File: config.mk
export PLATFORM = sky130hd
export DESIGN_NAME = pulse_swallow_div
export DESIGN_NICKNAME = d
export VERILOG_FILES = /design/src/rtl/psd_pkg.sv /design/src/rtl/psd_prescaler.sv /design/src/rtl/psd_swallow_ctr.sv /design/src/rtl/psd_main_ctr.sv /design/src/rtl/psd_cfg.sv /design/src/rtl/pulse_swallow_div.sv
export SDC_FILE = /design/constraint.sdc
export NUM_CORES = 1
export LEC_CHECK = 0
export BUFFER_PORTS_ARGS = -buffer_cell sky130_fd_sc_hd__buf_2
export CAP_MARGIN = 25
export CORE_ASPECT_RATIO = 1.25
export CORE_MARGIN = 4
export CORE_UTILIZATION = 35
export DETAILED_ROUTE_END_ITERATION = 8
export PLACE_DENSITY_LB_ADDON = 0.25
export RECOVER_POWER = 50
export SLEW_MARGIN = 25
export SYNTH_ARGS = -nofsm -noshare
export SYNTH_HDL_FRONTEND = slang
export SYNTH_SLANG_ARGS = --single-unit
File: constraint.sdc
create_clock -name clk -period 4.45 [get_ports clk]
set_clock_uncertainty 0.2 [all_clocks]
set_input_delay 0.89 -clock clk [delete_from_list [all_inputs] [get_ports clk]]
set_output_delay 0.89 -clock clk [all_outputs]
set_load 0.005 [all_outputs]
File: src/rtl/psd_pkg.sv
package psd_pkg;
  typedef enum logic {
    MOD_P  = 1'b0,
    MOD_P1 = 1'b1
  } mod_e;
endpackage

File: src/rtl/psd_prescaler.sv
module psd_prescaler
  import psd_pkg::*;
#(
  parameter int P = 8,
  localparam int PC_W = $clog2(P + 1)
) (
  input  logic            clk,
  input  logic            rst,
  input  logic            ce,
  input  mod_e            mode,
  output logic            tick,
  output logic [PC_W-1:0] pc
);
  logic [PC_W-1:0] last_state;

  // P+1 states when the long modulus is selected, P states otherwise
  assign last_state = (mode == MOD_P1) ? PC_W'(P) : PC_W'(P - 1);
  assign tick       = ce && (pc == last_state);

  always_ff @(posedge clk) begin
    if (rst) begin
      pc <= '0;
    end else if (ce) begin
      if (tick) pc <= '0;
      else      pc <= pc + PC_W'(1);
    end
  end
endmodule

File: src/rtl/psd_swallow_ctr.sv
module psd_swallow_ctr
  import psd_pkg::*;
#(
  parameter int A_W = 5
) (
  input  logic           clk,
  input  logic           rst,
  input  logic           tick,
  input  logic           period_end,
  input  logic [A_W-1:0] cur_a,
  output mod_e           mode
);
  logic [A_W-1:0] ac;

  assign mode = (ac < cur_a) ? MOD_P1 : MOD_P;

  always_ff @(posedge clk) begin
    if (rst) begin
      ac <= '0;
    end else if (tick) begin
      if (period_end)        ac <= '0;
      else if (ac < cur_a)   ac <= ac + A_W'(1);
    end
  end
endmodule

File: src/rtl/psd_main_ctr.sv
module psd_main_ctr #(
  parameter int B_W = 13
) (
  input  logic           clk,
  input  logic           rst,
  input  logic           tick,
  input  logic [B_W-1:0] cur_b,
  output logic           last
);
  logic [B_W-1:0] bc;

  assign last = (bc == cur_b - B_W'(1));

  always_ff @(posedge clk) begin
    if (rst) begin
      bc <= '0;
    end else if (tick) begin
      if (last) bc <= '0;
      else      bc <= bc + B_W'(1);
    end
  end
endmodule

File: src/rtl/psd_cfg.sv
module psd_cfg #(
  parameter int A_W   = 5,
  parameter int B_W   = 13,
  parameter int DEF_A = 2,
  parameter int DEF_B = 11
) (
  input  logic           clk,
  input  logic           rst,
  input  logic           boundary,
  input  logic [A_W-1:0] a_in,
  input  logic [B_W-1:0] b_in,
  output logic [A_W-1:0] cur_a,
  output logic [B_W-1:0] cur_b,
  output logic           err
);
  logic pair_ok;

  assign pair_ok = (b_in != '0) && (B_W'(a_in) <= b_in);

  always_ff @(posedge clk) begin
    if (rst) begin
      cur_a <= A_W'(DEF_A);
      cur_b <= B_W'(DEF_B);
      err   <= 1'b0;
    end else if (boundary) begin
      if (pair_ok) begin
        cur_a <= a_in;
        cur_b <= b_in;
        err   <= 1'b0;
      end else begin
        err   <= 1'b1;
      end
    end
  end
endmodule

File: src/rtl/pulse_swallow_div.sv
module pulse_swallow_div
  import psd_pkg::*;
#(
  parameter int P     = 8,
  parameter int A_W   = 5,
  parameter int B_W   = 13,
  parameter int DEF_A = 2,
  parameter int DEF_B = 11
) (
  input  logic           clk,
  input  logic           rst,
  input  logic           ce_in,
  input  logic [A_W-1:0] swallow_in,
  input  logic [B_W-1:0] main_in,
  output logic           div_pulse,
  output logic           mod_sel,
  output logic           cfg_err
);
  localparam int PC_W = $clog2(P + 1);

  logic [A_W-1:0]  cur_a;
  logic [B_W-1:0]  cur_b;
  logic [PC_W-1:0] pc;
  logic            tick;
  logic            last;
  logic            period_end;
  mod_e            mode;

  assign period_end = tick && last;
  assign mod_sel    = (mode == MOD_P1);

  psd_cfg #(.A_W(A_W), .B_W(B_W), .DEF_A(DEF_A), .DEF_B(DEF_B)) u_cfg (
    .clk(clk), .rst(rst), .boundary(period_end),
    .a_in(swallow_in), .b_in(main_in),
    .cur_a(cur_a), .cur_b(cur_b), .err(cfg_err)
  );

  psd_prescaler #(.P(P)) u_pre (
    .clk(clk), .rst(rst), .ce(ce_in), .mode(mode), .tick(tick), .pc(pc)
  );

  psd_swallow_ctr #(.A_W(A_W)) u_swl (
    .clk(clk), .rst(rst), .tick(tick), .period_end(period_end),
    .cur_a(cur_a), .mode(mode)
  );

  psd_main_ctr #(.B_W(B_W)) u_main (
    .clk(clk), .rst(rst), .tick(tick), .cur_b(cur_b), .last(last)
  );

  always_ff @(posedge clk) begin
    if (rst) div_pulse <= 1'b0;
    else     div_pulse <= period_end;
  end
endmodule

* After elaboration in Yosys (flattened, before gate mapping)
Index checks and enable logic that the tools add are counted.
** Cells by class
- Add/subtract/negate cells :: 4
- $mul :: 0
- Divide/modulo/power cells :: 0
- $lt $le $gt $ge :: 2
- Equal/unequal tests :: 2
- Shift-type cells :: 0
- Muxes and demuxes :: 7
- Bitwise logic cells :: 0
- Reduce and logical (&&, ||, !) cells :: 7
** Operator list (count)
- $add A13 B1 Y13 const B :: 1
- $eq A13 B13 Y1 :: 1
- $le A5 B13 Y1 :: 1
- $mux W13 :: 1
- $reduce_bool A13 Y1 :: 1
- $sub A13 B1 Y13 const B :: 1
- $mux W5 :: 2
- $mux W4 :: 2
- $add A5 B1 Y5 const B :: 1
- $lt A5 B5 Y1 :: 1
- $add A4 B1 Y4 const B :: 1
- $eq A4 B4 Y1 :: 1
- $reduce_and A2 Y1 :: 2
- $logic_and A1 B1 Y1 :: 3
- $mux W1 :: 2
- $reduce_bool A2 Y1 :: 1
** Word-level totals
- Register bits after elaboration :: 42
- Latch bits :: 0
- Memory bits (writable) :: 0
- Bits in read-only memories :: 0
- Input port bits :: 21
- Word-level logic and storage cells :: 29
- Memories kept :: 0

* Logic depth before layout (Yosys ltp)
- Depth in word-level cells :: 8
- Gate-level depth with buffers :: 10
- Depth with buffers taken out :: 9

* Hierarchy
From an unflattened synthesis, not the netlist that was laid out.
** Unflattened totals
- Cell total of the unflattened synthesis :: 330
- Area total of the unflattened synthesis :: 2768.9 sq um
** Modules (own cells, without submodules)
- psd_main_ctr :: instances 1, cells each 148, area an instance 1129.8 sq um, sequential area each 260.2 sq um
- psd_cfg :: instances 1, cells each 104, area an instance 994.7 sq um, sequential area each 380.4 sq um
- psd_swallow_ctr :: instances 1, cells each 51, area an instance 391.6 sq um, sequential area each 100.1 sq um
- psd_prescaler :: instances 1, cells each 24, area an instance 217.7 sq um, sequential area each 80.1 sq um
- pulse_swallow_div :: instances 1, cells each 3, area an instance 35.0 sq um, sequential area each 20.0 sq um

* Least setup slack after synthesis
Ideal clock, no wire load.
- Path type :: input -> register
- Start point :: input port ce_in
- End point :: register u_cfg.cur_b[3]
- Setup time :: 0.134 ns
- Data arrival time :: 2.826 ns
- Setup slack :: 1.290 ns
- Stages on the path :: 7
- Path through :: nand3_1 > a2111oi_2 > a21oi_1 > or4_4 > buf_6 > o21ai_2 > o311ai_2
** Between the ends
- Word-level cells in the longest chain between the ends :: 3
** RTL lines
- start: declaration :: RTL line pulse_swallow_div.sv:12 : input logic ce_in,
- $logic_and A1 B1 Y1 :: RTL line psd_prescaler.sv:18 : assign tick = ce && (pc == last_state);
- $logic_and A1 B1 Y1 :: RTL line pulse_swallow_div.sv:29 : assign period_end = tick && last;
- $reduce_and A2 Y1 (no line)
- end signal: assignment :: RTL line psd_cfg.sv:23 : cur_b <= B_W'(DEF_B);
- end signal: assignment :: RTL line psd_cfg.sv:28 : cur_b <= b_in;
- end: declaration :: RTL line psd_cfg.sv:13 : output logic [B_W-1:0] cur_b,
No other way between the ends.
A chain may end at the register's enable or synchronous reset.

* Final worst setup path
- Start point :: register u_cfg.cur_a[3]
- End point :: register u_main.bc[6]
** Between the ends
- Word-level cells in the longest chain between the ends :: 5
** RTL lines
- start: declaration :: RTL line psd_cfg.sv:12 : output logic [A_W-1:0] cur_a,
- start signal: assignment :: RTL line psd_cfg.sv:22 : cur_a <= A_W'(DEF_A);
- start signal: assignment :: RTL line psd_cfg.sv:27 : cur_a <= a_in;
- $lt A5 B5 Y1 :: RTL line psd_swallow_ctr.sv:15 : assign mode = (ac < cur_a) ? MOD_P1 : MOD_P;
- $mux W1 :: RTL line psd_swallow_ctr.sv:15
- $mux W4 :: RTL line psd_prescaler.sv:17 : assign last_state = (mode == MOD_P1) ? PC_W'(P) : PC_W'(P - 1);
- $eq A4 B4 Y1 :: RTL line psd_prescaler.sv:18
- $logic_and A1 B1 Y1 :: RTL line psd_prescaler.sv:18
- end signal: assignment :: RTL line psd_main_ctr.sv:19 : else bc <= bc + B_W'(1);
- end: declaration :: RTL line psd_main_ctr.sv:10 : logic [B_W-1:0] bc;
No other way between the ends.

==> reports/results.tsv <==
stage	metric	value	unit
status	status	finished clean	
finish	ant diodes	0	
clocking	CTS hold repair buffers	0	
finish	most frequent cells in the layout	dfxtp_1 (42), nand3_1 (30), nor2_1 (23)	
logic_synthesis	FF+latch count, synth	42	
timing	Hold WS	298.4	ps
power_and_ir_drop	maximum VDD drop	0.0001556	V
timing	setup tns final	0	ps
routing	Initial DRC Count	116	
power_and_ir_drop	Reg power frac	53.5	%
timing	Max Freq	0.2705	GHz
place	DP Cell Count	402	
logic_synthesis	Syn Area/Cell	8.323	sq um
floorplan	Die Width	83.80	microns
logic_synthesis	Mapped Nets	336	
timing	RSZ-0062 raised after global routing	no	
logic_synthesis	Post-synth ARST share	0	%
worst_setup_path	CP Class	register to register	
worst_setup_path	CP arrival	3660	ps
clocking	CTS tree	built	
finish	layout cells sized above 1	11.56	%
floorplan	row cnt	34	
logic_synthesis	Synth Warn #	0	
routing	vias	2192	
place	post-DP HPWL	4600	microns
clocking	clock sink total	42	
finish	most common cell after layout, fill and taps aside	dfxtp_1	
power_and_ir_drop	Clk network pwr share	41.5	%
floorplan	core area	6977	sq um
place	dpl cell area	2671	sq um
finish	non-filler instance count after layout	410	
clocking	root buffer cell	clkbuf_8	
power_and_ir_drop	Comb pwr share	5.0	%
power_and_ir_drop	Net Sw Power	0.1487	mW
grt	total gr overflow	0	
logic_synthesis	Mapped Area	2514	sq um
clocking	clock slew at reported path FFs	80	ps
timing	Final setup viols	0	
clocking	CTS Buffer Depth	2	
timing	fin crit period	3697	ps
clocking	setup bufs post-CTS	0	
worst_setup_path	Worst setup SP type	register	
routing	drt pass-1 iters	4	
clocking	Resized cells post-CTS	0	
routing	Vias per Instance	5.346	
timing	final worst-path cycle share	83.08	%
worst_setup_path	Required @ worst endpoint	4420	ps
floorplan	Starting Density	36.03	%
grt	vias in the first global route	2118	
grt	initial antenna violation count	0	
timing	Slew Limit Fails	0	
grt	first-pass GRT wire length	10100	microns
place	gpl congestion	0.8293	
place	PortBufs	23	
floorplan	I/O pin cnt	24	
routing	# DRC	0	
power_and_ir_drop	Switching Fraction	21.02	%
power_and_ir_drop	overall power	0.7077	mW
timing	final hold violations	0	
clocking	CTS Buf Count	5	
floorplan	die footprint	8610	sq um
worst_setup_path	crit-path max FO	22	
place	pre-CTS WS	784.5	ps
logic_synthesis	Unique masters post-synth	54	
routing	final WL	5944	microns
routing	WL/cell	14.50	microns
clocking	later-pin clock latency in the skew report	290	ps
logic_synthesis	register area share after synthesis	33.45	%
grt	largest net degree at the start of global routing	23	
min_path	worst hold path class	register to register	
worst_setup_path	crit end category	register	
grt	gr usage total	14.52	%
logic_synthesis	Most used DFF post-synth	dfxtp_1	
timing	worst-margin pin slew	1051	ps
finish	Total Nets Final	353	
finish	Area growth, synth to finish	10.05	%
clocking	H-tree depth	2	
logic_synthesis	cell count after synthesis	302	
finish	Util after Layout	39.65	%
power_and_ir_drop	P_int	0.5589	mW
finish	Design Area, Final	2766	sq um
routing	Antenna Violating Nets Remaining	0	
flow_run	max-cap violations	0	
floorplan	die height	102.8	microns
logic_synthesis	number of flops mapped to enable cells by yosys	0	
power_and_ir_drop	Static Leak	1.051	nW
power_and_ir_drop	power per cell area	255.8	nW/um^2
timing	final worst slack	752.8	ps
timing	Slew HR	29.97	%
## sequential cells by signal, indices dropped and copies added, names as in the netlist
name	cells
u_cfg.cur_b	13
u_main.bc	13
u_cfg.cur_a	5
u_swl.ac	5
u_pre.pc	4
div_pulse	1
u_cfg.err	1
## power by group through the flow
stage	logic, mW	registers (mW)	clock network [mW]
after global routing	0.0400	0.379	0.319
after floorplan	0.0187	0.387	0
after CTS	0.0359	0.378	0.302
after detailed placement	0.0357	0.387	0
after global placement	0.0355	0.387	0
final	0.0353	0.378	0.294
## cells in the mapped netlist, drive strengths merged, types with 3 or more instances
| library cell | count | area share, % |
|---|---|---|
| a21oi | 22 | 4.5 |
| a31oi | 3 | 0.75 |
| buf | 7 | 2.0 |
| clkbuf | 7 | 1.0 |
| dfxtp | 42 | 33 |
| ha | 13 | 6.5 |
| inv | 17 | 2.5 |
| mux2i | 3 | 1.2 |
| nand2 | 13 | 2.0 |
| nand3 | 30 | 6.0 |
| nand4 | 8 | 2.0 |
| nor2 | 23 | 3.4 |
| nor3 | 11 | 2.2 |
| nor3b | 3 | 0.90 |
| nor4 | 5 | 1.8 |
| o21ai | 20 | 4.1 |
| o311ai | 3 | 1.3 |
| or4 | 5 | 1.8 |
| xnor2 | 15 | 5.2 |
| xor2 | 18 | 6.3 |
## critical path, stage by stage, from the launching register on
cell       delay [ps]
dfxtp_1           370
inv_1              60
ha_1              320
a21oi_1           140
a21boi_0          150
a2111oi_2         690
a21oi_1           300
or4_4             760
nand2_1           480
nor2_1            100
## logic make-up after synthesis
family / synth area share [%]
and+or+nand+nor: 24.54
DFF: 33.45
xor gates and xnor gates: 11.50
adders and majority gates: 6.471
buffers and inverters: 5.624
muxes: 1.195
AOI/OAI and AO/OA: 17.22
## worst paths after layout
| check | startpoint | endpoint | slack, ps | cells past startpoint |
|---|---|---|---|---|
| max | u_cfg.cur_a[3] | u_main.bc[6] | 750 | 9 |
| min | u_cfg.cur_a[0] | u_cfg.cur_a[0] | 300 | 2 |
| max reg2reg | u_cfg.cur_a[3] | u_main.bc[6] | 750 | 9 |
| min reg2reg | u_cfg.cur_a[0] | u_cfg.cur_a[0] | 300 | 2 |
## cell type report
type                            instances  area (sq um)
Sequential cell                        42         840.8
Inverter                               17         63.81
Multi-Input combinational cell        229          1525
Tap cell                               90         112.6
Timing Repair Buffer                   24         117.6
Clock buffer                            7         76.32
Clock inverter                          1         30.03
Fill cell                             744          4210
## metal layers
metal / vias up / wire length [microns] / global-route usage [%]
met1: 1025 / 2724 / 16.74
met2: 34 / 2918 / 26.70
met4: 0 / 150 / 6.064
met3: 13 / 150 / 2.478
met5: - / 0 / 0
li1: 1120 / - / -
No activity file was read; power rests on OpenSTA's default activity.
